--- src/rtl/pcs100_rx_pkg.sv ---
package pcs100_rx_pkg;
  localparam int unsigned LFSR_W = 11;
  localparam int unsigned CG_W   = 5;
  localparam logic [2*CG_W-1:0] SSD = 10'b11000_10001;

  typedef enum logic [1:0] {CG_DATA, CG_END, CG_BAD} cg_kind_e;

  typedef struct packed {
    cg_kind_e   kind;
    logic [3:0] nib;
  } cg_dec_t;

  function automatic cg_dec_t cg_decode(input logic [CG_W-1:0] c);
    cg_dec_t r;
    r.kind = CG_DATA;
    r.nib  = 4'h0;
    case (c)
      5'b11110: r.nib = 4'h0;
      5'b01001: r.nib = 4'h1;
      5'b10100: r.nib = 4'h2;
      5'b10101: r.nib = 4'h3;
      5'b01010: r.nib = 4'h4;
      5'b01011: r.nib = 4'h5;
      5'b01110: r.nib = 4'h6;
      5'b01111: r.nib = 4'h7;
      5'b10010: r.nib = 4'h8;
      5'b10011: r.nib = 4'h9;
      5'b10110: r.nib = 4'hA;
      5'b10111: r.nib = 4'hB;
      5'b11010: r.nib = 4'hC;
      5'b11011: r.nib = 4'hD;
      5'b11100: r.nib = 4'hE;
      5'b11101: r.nib = 4'hF;
      5'b01101, 5'b11111: r.kind = CG_END;
      default: r.kind = CG_BAD;
    endcase
    return r;
  endfunction
endpackage

--- src/rtl/pcs100_nrzi_dec.sv ---
module pcs100_nrzi_dec (
  input  logic clk_i,
  input  logic rst_ni,
  input  logic vld_i,
  input  logic line_i,
  output logic nrz_o
);
  logic line_q;

  always_ff @(posedge clk_i or negedge rst_ni) begin
    if (!rst_ni)    line_q <= 1'b0;
    else if (vld_i) line_q <= line_i;
  end

  assign nrz_o = line_i ^ line_q;
endmodule

--- src/rtl/pcs100_descrambler.sv ---
module pcs100_descrambler
  import pcs100_rx_pkg::*;
#(
  parameter int unsigned LOCK_CNT = 32,
  parameter int unsigned LOSS_TMO = 65536
) (
  input  logic clk_i,
  input  logic rst_ni,
  input  logic vld_i,
  input  logic nrz_i,
  output logic dat_o,
  output logic lock_o,
  output logic drop_o
);
  localparam int unsigned MW = $clog2(LOCK_CNT + 1);
  localparam int unsigned TW = $clog2(LOSS_TMO + 1);
  localparam logic [MW-1:0] LOCK_LAST = MW'(LOCK_CNT - 1);
  localparam logic [TW-1:0] TMO_LAST  = TW'(LOSS_TMO - 1);
  localparam logic [3:0]    RUN_IDLE  = 4'd10;

  logic [LFSR_W-1:0] lfsr_q;
  logic [MW-1:0]     mcnt_q;
  logic [TW-1:0]     tmo_q;
  logic [3:0]        run_q, run_nxt;
  logic              lock_q, key, match, idle_now;

  assign key      = lfsr_q[10] ^ lfsr_q[8];
  assign dat_o    = nrz_i ^ key;
  assign match    = (key == ~nrz_i);
  assign idle_now = dat_o && (run_q >= RUN_IDLE - 4'd1);
  assign run_nxt  = !dat_o ? 4'd0 : (run_q == RUN_IDLE) ? RUN_IDLE : run_q + 4'd1;
  assign drop_o   = vld_i && lock_q && !idle_now && (tmo_q == TMO_LAST);
  assign lock_o   = lock_q;

  always_ff @(posedge clk_i or negedge rst_ni) begin
    if (!rst_ni) begin
      lfsr_q <= '0;
      mcnt_q <= '0;
      tmo_q  <= '0;
      run_q  <= '0;
      lock_q <= 1'b0;
    end else if (vld_i) begin
      if (!lock_q) begin
        // acquire: assume idle, so key == inverted line data
        lfsr_q <= {lfsr_q[LFSR_W-2:0], ~nrz_i};
        if (match) begin
          if (mcnt_q == LOCK_LAST) begin
            lock_q <= 1'b1;
            mcnt_q <= '0;
            tmo_q  <= '0;
            run_q  <= '0;
          end else begin
            mcnt_q <= mcnt_q + 1'b1;
          end
        end else begin
          mcnt_q <= '0;
        end
      end else begin
        lfsr_q <= {lfsr_q[LFSR_W-2:0], key};
        if (drop_o) begin
          lock_q <= 1'b0;
          run_q  <= '0;
          tmo_q  <= '0;
        end else begin
          run_q <= run_nxt;
          tmo_q <= idle_now ? '0 : tmo_q + 1'b1;
        end
      end
    end
  end

  p_lock_on_strobe_r4: assert property (@(posedge clk_i) disable iff (!rst_ni)
    $rose(lock_q) |-> $past(vld_i));
endmodule

--- src/rtl/pcs100_align_dec.sv ---
module pcs100_align_dec
  import pcs100_rx_pkg::*;
(
  input  logic       clk_i,
  input  logic       rst_ni,
  input  logic       vld_i,
  input  logic       dat_i,
  input  logic       lock_i,
  input  logic       drop_i,
  output logic [3:0] rxd_o,
  output logic       rx_dv_o,
  output logic       rx_er_o,
  output logic       nib_vld_o
);
  logic [2*CG_W-1:0] sh_q, win;
  logic [2:0]        cnt_q;
  logic              frame_q;
  cg_dec_t           dec;

  assign win = {sh_q[2*CG_W-2:0], dat_i};
  assign dec = cg_decode(win[CG_W-1:0]);

  always_ff @(posedge clk_i or negedge rst_ni) begin
    if (!rst_ni) begin
      sh_q      <= '0;
      cnt_q     <= '0;
      frame_q   <= 1'b0;
      rxd_o     <= '0;
      rx_dv_o   <= 1'b0;
      rx_er_o   <= 1'b0;
      nib_vld_o <= 1'b0;
    end else begin
      nib_vld_o <= 1'b0;
      if (vld_i) begin
        sh_q <= win;
        if (!lock_i || drop_i) begin
          frame_q <= 1'b0;
          cnt_q   <= '0;
          rxd_o   <= '0;
          rx_dv_o <= 1'b0;
          rx_er_o <= 1'b0;
        end else if (!frame_q) begin
          if (win == SSD) begin
            frame_q <= 1'b1;
            cnt_q   <= '0;
          end
        end else if (cnt_q == 3'd4) begin
          cnt_q <= '0;
          case (dec.kind)
            CG_DATA: begin
              rxd_o <= dec.nib; rx_dv_o <= 1'b1; rx_er_o <= 1'b0; nib_vld_o <= 1'b1;
            end
            CG_BAD: begin
              rxd_o <= '0; rx_dv_o <= 1'b1; rx_er_o <= 1'b1; nib_vld_o <= 1'b1;
            end
            default: begin
              frame_q <= 1'b0;
              rxd_o <= '0; rx_dv_o <= 1'b0; rx_er_o <= 1'b0;
            end
          endcase
        end else begin
          cnt_q <= cnt_q + 3'd1;
        end
      end
    end
  end

  p_hold_no_strobe_r10: assert property (@(posedge clk_i) disable iff (!rst_ni)
    !vld_i |=> ($stable(rxd_o) && $stable(rx_dv_o) && $stable(rx_er_o)));

  p_nib_spacing_r10: assert property (@(posedge clk_i) disable iff (!rst_ni)
    nib_vld_o |=> !nib_vld_o);
endmodule

--- src/rtl/pcs100_rx.sv ---
module pcs100_rx #(
  parameter int unsigned LOCK_CNT = 32,
  parameter int unsigned LOSS_TMO = 65536
) (
  input  logic       clk_i,
  input  logic       rst_ni,
  input  logic       bit_i,
  input  logic       bit_vld_i,
  output logic [3:0] rxd_o,
  output logic       rx_dv_o,
  output logic       rx_er_o,
  output logic       nib_vld_o
);
  logic nrz, dat, lock, drop;

  pcs100_nrzi_dec u_nrzi (
    .clk_i (clk_i), .rst_ni (rst_ni), .vld_i (bit_vld_i),
    .line_i(bit_i), .nrz_o (nrz)
  );

  pcs100_descrambler #(.LOCK_CNT(LOCK_CNT), .LOSS_TMO(LOSS_TMO)) u_dscr (
    .clk_i (clk_i), .rst_ni (rst_ni), .vld_i (bit_vld_i), .nrz_i (nrz),
    .dat_o (dat), .lock_o (lock), .drop_o (drop)
  );

  pcs100_align_dec u_algn (
    .clk_i  (clk_i), .rst_ni (rst_ni), .vld_i (bit_vld_i), .dat_i (dat),
    .lock_i (lock), .drop_i (drop), .rxd_o (rxd_o), .rx_dv_o (rx_dv_o),
    .rx_er_o(rx_er_o), .nib_vld_o (nib_vld_o)
  );

  p_dv_needs_lock_r9: assert property (@(posedge clk_i) disable iff (!rst_ni)
    rx_dv_o |-> lock);
endmodule

--- config.mk ---
export PLATFORM = sky130hd
export DESIGN_NAME = pcs100_rx
export DESIGN_NICKNAME = d
export VERILOG_FILES = /design/src/rtl/pcs100_rx_pkg.sv /design/src/rtl/pcs100_nrzi_dec.sv /design/src/rtl/pcs100_descrambler.sv /design/src/rtl/pcs100_align_dec.sv /design/src/rtl/pcs100_rx.sv
export SDC_FILE = /design/constraint.sdc
export NUM_CORES = 1
export LEC_CHECK = 0
export BUFFER_PORTS_ARGS = -buffer_cell sky130_fd_sc_hd__buf_2
export CORE_MARGIN = 1.5
export CORE_UTILIZATION = 61
export DETAILED_ROUTE_END_ITERATION = 6
export GPL_TIMING_DRIVEN = 0
export HOLD_SLACK_MARGIN = 0.02
export PLACE_DENSITY = 0.9
export SETUP_SLACK_MARGIN = 0.5
export SKIP_CTS_REPAIR_TIMING = 1
export SLEW_MARGIN = 30
export SYNTH_ARGS = -nofsm -noshare
export SYNTH_HDL_FRONTEND = slang
export SYNTH_SLANG_ARGS = --single-unit
--- constraint.sdc ---
create_clock -name clk_i -period 2.7 [get_ports clk_i]
set_input_delay 0.27 -clock clk_i [delete_from_list [all_inputs] [get_ports clk_i]]
set_output_delay 0.27 -clock clk_i [all_outputs]
set_load 0.01 [all_outputs]
==> impl_metrics.csv, run 1 <==
group,metric,value,unit
global_routing,antenna_found_initial,0,
yosys,synth-seq-area-share,0.481,
outcome,failed_checks,"negative hold slack",
yosys,netlist_area,0.00312,mm2
sta,finalSetupTns,0,ns
layout,mostFrequentLayoutCell,"dfrtp_1",
critical_path,worstPathMaxFanout,5,
layout,fin_nets,355,
layout,final_area,0.00373,mm2
outcome,status,"finished, violations left",
floorplan,initial_core_util,0.648,
critical_path,cp-start-kind,"register",
yosys,synth_area_leaders,"dfrtp_1, mux2_2, o21ai_0",
sta,hold_viol_final,20,
critical_path,r2r_slack,0.47,ns
global_routing,grt_pass1_vias,2205,
detailed_routing,viasPerCell,6.65,
yosys,async_reset_ff_frac,1.00,
layout,fin_cells,414,
clock_network,clockBufferDepth,2,
layout,diodes,0,
layout,area.growth.synth_to_final,19.4,%
critical_path,cp.arrival,2.47,ns
layout,layout_common_cells,"dfrtp_1, nand2_1, o21ai_0, mux2_2, inv_1",
yosys,syn_avg_cell_area,10.2,um2
yosys,synth-main-ff-cell,"dfrtp_1",
critical_path,reg2reg_to,"u_dscr.tmo_q[11]",
yosys,syn-num-nets,319,
critical_path,required,2.94,ns
floorplan,dieArea,0.00555,mm2
detailed_routing,drt_first_pass_iters,6,
sta,finalClockSkew,0.00960,ns
layout,fillers,291,
power,leakagePower,1.56,nW
yosys,synthDominantCellAreaShare,0.481,
detailed_routing,drc_errors,0,
floorplan,die_h,74.5,um
place,dp_hpwl,4180,um
yosys,netlist_instances,306,
clock_network,cts_sinks,60,
sta,setup_viol,0,
floorplan,core_area,0.00482,mm2
clock_network,cts_tree,"done",
clock_network,cts-buffers-inserted,9,
sta,worst_hold_slack,-0.0207,ns
sta,period_share,0.828,
detailed_routing,ant_nets,0,
detailed_routing,num_vias,2754,
power,ir_worst_vdd,0.748,mV
global_routing,grt_max_degree,61,
sta,slew_viol_final,0,
yosys,yosys_warnings,0,
yosys,yosysTopAreaCell,"dfrtp_1",
clock_network,root_buffer,"clkbuf_8",
clock_network,htreeDepth,3,
global_routing,grt.overflow.total,0,
power,total_power,3.68,mW
place,placed_area,0.00326,mm2
critical_path,path_class,"reg -> reg",
critical_path,reg2reg_depth,10,
sta,max_clock_freq,447,MHz
min_path,hp-class,"in -> async",
detailed_routing,drt_iter0_markers,467,
floorplan,rows,25,
global_routing,grt_pass1_wl,10500,um
clock_network,cts.clk_slew.worst_paths,0.07,ns
yosys,ys_types,52,
sta,relSlewSlack,0.494,
critical_path,worst_setup_path_end_kind,"register",
floorplan,io_pins,11,
power,pwr_density_cell,987,mW/mm2
yosys,synth_seq_cells,60,
yosys,synth-edff-count,0,
place,gp_congestion,0.793,
detailed_routing,wl_per_cell,19.1,um
sta,rsz0062_at_grt,"true",
sta,tightest_slew,0.758,ns
critical_path,r2r_start,"u_dscr.tmo_q[0]",
global_routing,grt_usage,0.254,
detailed_routing,drt_wl_total,7890,um
clock_network,clkLatencyLatePin,0.35,ns
place,io_buffers,10,
layout,drive_gt1_frac,0.254,
floorplan,die_x,74.5,um
flow_run,cap_violations,0,
sta,finalCriticalPeriod,2.23,ns
place,dp.cells,383,
Yosys cell counts (2+ instances only):
| cell type | count |
|---|---|
| dfrtp_1 | 60 |
| nand2_1 | 28 |
| o21ai_0 | 24 |
| mux2_2 | 19 |
| inv_1 | 18 |
| a21oi_1 | 15 |
| nand3_1 | 15 |
| clkbuf_1 | 9 |
| ha_1 | 9 |
| nor2_1 | 9 |
| or3_1 | 9 |
| and4_1 | 6 |
| nand4_1 | 6 |
| o31ai_1 | 6 |
| nor3_1 | 5 |
| and3_1 | 4 |
| o22ai_1 | 4 |
| xnor2_1 | 4 |
| a22o_1 | 3 |
| a31oi_1 | 3 |
| o211ai_1 | 3 |
| o21ai_1 | 3 |
| or4_1 | 3 |
| a211oi_1 | 2 |
| a21o_1 | 2 |
| a21o_2 | 2 |
| a31o_2 | 2 |
| a32o_1 | 2 |
| a32oi_1 | 2 |
| a41oi_1 | 2 |
| buf_6 | 2 |
| mux2i_1 | 2 |
| nor4_1 | 2 |
| o32ai_1 | 2 |
| xor2_1 | 2 |
critical path, stage by stage, from the launching register on:
cell      delay [ns]
dfrtp_1         0.44
ha_4            0.20
and4_4          0.15
and4_4          0.14
and3_4          0.15
ha_4            0.18
inv_4           0.07
o21ai_4         0.06
a21o_4          0.21
or4_1           0.41
o311ai_1        0.11
state kept, by name, indices dropped and copies added (netlist names):
signal	count
u_algn.rxd_o	4
u_nrzi.line_q	1
u_algn.nib_vld_o	1
u_algn.sh_q	9
u_algn.rx_er_o	1
u_dscr.lfsr_q	11
u_algn.rx_dv_o	1
u_algn.cnt_q	3
u_dscr.tmo_q	17
u_algn.frame_q	1
u_dscr.mcnt_q	6
u_dscr.lock_o	1
u_dscr.run_q	4
worst max path at each step:
stage / from / end / slack (ns) / depth (start not counted)
2_1_floorplan: u_dscr.tmo_q[1] / u_dscr.tmo_q[11] / 0.50 / 10
3_3_place_gp: u_dscr.tmo_q[0] / u_dscr.tmo_q[11] / 0.35 / 10
3_5_place_dp: u_dscr.tmo_q[5] / u_dscr.tmo_q[11] / 0.31 / 10
4_1_cts: u_dscr.tmo_q[5] / u_dscr.tmo_q[11] / 0.29 / 10
5_1_grt: u_dscr.mcnt_q[0] / u_dscr.tmo_q[9] / 0.43 / 6
6_report: u_dscr.tmo_q[0] / u_dscr.tmo_q[11] / 0.47 / 10
report_power, final:
part	total [mW]	internal [mW]	switching, mW	leakage [nW]
combinational	1.38	0.574	0.805	0.688
clock	0.941	0.573	0.368	0.114
sequential	1.36	1.14	0.220	0.759
cell families after synthesis:
| family | Yosys count | share of synthesized area |
|---|---|---|
| multiplexers | 21 | 0.0750 |
| buffers and inverters | 31 | 0.0425 |
| AND/OR/NAND/NOR | 93 | 0.158 |
| AO/OA/AOI/OAI | 84 | 0.180 |
| flip-flops | 60 | 0.481 |
| XOR/XNOR | 8 | 0.0273 |
| adder cells (fa/ha/maj) | 9 | 0.0361 |
per-stage QoR:
stage                     utilization  setup WS (ns)  hold WS, ns
after floorplan                     -          0.503      -0.0256
after global placement          0.677          0.355        0.455
after detailed placement        0.677          0.309        0.382
after CTS                       0.724          0.289       0.0182
after global routing            0.774          0.431       0.0442
final                           0.774          0.465      -0.0207
per-layer routing:
metal | share of wire | global-route usage | vias up | wire [um]
met3 | 0.086 | 0.0569 | 36 | 677
met5 | 0 | 0 | - | 0
met1 | 0.39 | 0.350 | 1331 | 3060
met2 | 0.49 | 0.385 | 175 | 3890
met4 | 0.033 | 0.119 | 0 | 261
li1 | - | - | 1212 | -
cell type report:
type | instances | area [um2] | share of cell area
Inverter | 18 | 70.1 | 0.0188
Buffer | 13 | 66.3 | 0.0178
Tap cell | 67 | 83.8 | 0.0225
Clock inverter | 3 | 68.8 | 0.0185
Clock buffer | 13 | 159 | 0.0426
Timing Repair Buffer | 24 | 155 | 0.0416
Sequential cell | 60 | 1500 | 0.403
Multi-Input combinational cell | 216 | 1620 | 0.435
Power figures use the tool's default switching activity.
==> run 2: changes to the inputs <==
==> constraint.sdc (replaced) <==
create_clock -name clk_i -period 2.15 [get_ports clk_i]
set_input_delay 0.215 -clock clk_i [delete_from_list [all_inputs] [get_ports clk_i]]
set_output_delay 0.215 -clock clk_i [all_outputs]
set_load 0.01 [all_outputs]
==> impl_metrics.csv, run 2 (synthesis gave the netlist of run 1 again) <==
group,metric,value,unit
outcome,status,"finished, violations left",
outcome,failed_checks,"negative setup slack",
clock_network,cts.clk_slew.worst_paths,0.07,ns
critical_path,worstPathMaxFanout,5,
sta,finalClockSkew,0.0151,ns
sta,slew_viol_final,0,
min_path,hp-class,"in -> reg",
sta,hold_viol_final,0,
place,gp_congestion,0.840,
global_routing,grt_pass1_vias,2411,
floorplan,dieArea,0.00555,mm2
detailed_routing,drt_first_pass_iters,5,
power,pwr_density_cell,1250,mW/mm2
clock_network,cts_tree,"done",
clock_network,cts_sinks,60,
sta,relSlewSlack,0.505,
global_routing,antenna_found_initial,0,
floorplan,initial_core_util,0.648,
detailed_routing,wl_per_cell,20.4,um
sta,setup_viol,16,
sta,finalCriticalPeriod,2.30,ns
layout,final_area,0.00406,mm2
clock_network,htreeDepth,3,
place,io_buffers,10,
layout,area.growth.synth_to_final,30.2,%
detailed_routing,ant_nets,0,
layout,postLayoutCoreUtil,0.844,
sta,rsz0062_at_grt,"true",
floorplan,io_pins,11,
place,placed_area,0.00333,mm2
sta,finalSetupTns,-0.970,ns
detailed_routing,drc_errors,0,
place,dp_hpwl,4340,um
detailed_routing,drt_wl_total,8830,um
detailed_routing,num_vias,2901,
layout,fin_cells,433,
flow_run,cap_violations,0,
sta,max_clock_freq,436,MHz
place,dp.cells,383,
clock_network,clkLatencyLatePin,0.35,ns
power,leakagePower,1.69,nW
sta,tightest_slew,0.743,ns
critical_path,worst_setup_path_end_kind,"register",
layout,reg_top3,"u_dscr.tmo_q (17), u_dscr.lfsr_q (11), u_algn.sh_q (9)",
global_routing,grt.overflow.total,0,
global_routing,grt_max_degree,61,
critical_path,cp.arrival,2.53,ns
layout,fillers,237,
floorplan,rows,25,
detailed_routing,viasPerCell,6.70,
floorplan,core_area,0.00482,mm2
layout,diodes,0,
critical_path,required,2.38,ns
critical_path,path_class,"reg -> reg",
layout,layout_common_cells,"dfrtp_1, nand2_1, buf_4, mux2_2, inv_1",
clock_network,clockBufferDepth,2,
layout,largest_register_ffs,17,
layout,regMostFlops,"u_dscr.tmo_q",
layout,mostFrequentLayoutCell,"dfrtp_1",
layout,drive_gt1_frac,0.342,
floorplan,die_h,74.5,um
clock_network,root_buffer,"clkbuf_8",
sta,worst_slack,-0.145,ns
floorplan,die_x,74.5,um
global_routing,grt_usage,0.263,
sta,worst_hold_slack,0.213,ns
critical_path,cp-start-kind,"register",
global_routing,grt_pass1_wl,10800,um
sta,period_share,1.07,
power,ir_worst_vdd,0.924,mV
detailed_routing,drt_iter0_markers,299,
clock_network,cts-buffers-inserted,9,
layout,fin_nets,374,
## run 2: cell count changes in the layout (fill, tap and decap cells not counted), sizes merged
cell         change
buf             +17
clkbuf           -1
clkinvlp         +1
dlygate4sd3      +1
nand2            +1
## run 2: worst paths after layout
kind	start	to	slack, ns	cells past startpoint
setup / recovery	u_dscr.tmo_q[0]	u_dscr.tmo_q[11]	-0.15	10
hold / removal	bit_i	u_nrzi.line_q	0.21	2
setup reg to reg	u_dscr.tmo_q[0]	u_dscr.tmo_q[11]	-0.15	10
hold reg to reg	u_algn.rx_dv_o	u_algn.rx_dv_o	0.48	1
max in group asynchronous	rst_ni	u_dscr.lfsr_q[8]	1.14	2
min in group asynchronous	rst_ni	u_dscr.tmo_q[16]	0.48	2
## run 2: final cells by class
cell class              instances  area [um2]  area share
plain buffers                  13        77.6      0.0191
clock buffers                  12         145      0.0357
clock inverters                 4        72.6      0.0179
inverters                      18        70.1      0.0172
multi-input cells             217        1780       0.438
flip-flops and latches         60        1500       0.370
well taps                      67        83.8      0.0206
repair buffers                 42         329      0.0810
## run 2: through the flow
stage               setup slack [ns]  total power [mW]
floorplan                     0.0447              2.80
global placement              -0.104              3.07
detailed placement            -0.124              3.16
CTS                           -0.201              4.28
global route                  -0.179              5.32
finish                        -0.145              5.10
## run 2: critical path, stage by stage (launching register included)
cell	delay, ns
dfrtp_1	0.44
ha_2	0.23
and4_4	0.16
and4_4	0.15
and3_4	0.15
ha_4	0.19
inv_4	0.07
o21ai_4	0.06
a21o_4	0.21
or4_4	0.42
o311ai_2	0.09
## run 2: power breakdown
part	leakage [nW]	switching, mW	internal, mW	total [mW]
Clock	0.107	0.452	0.683	1.14
Combinational	0.827	1.16	1.07	2.23
Sequential	0.757	0.298	1.43	1.73
## run 2: layer usage
layer / vias up / GRT usage / wire length (um)
met1: 1465 / 0.326 / 3470
met5: - / 0 / 0
met4: 0 / 0.131 / 262
li1: 1245 / - / -
met3: 35 / 0.0718 / 624
met2: 156 / 0.426 / 4470
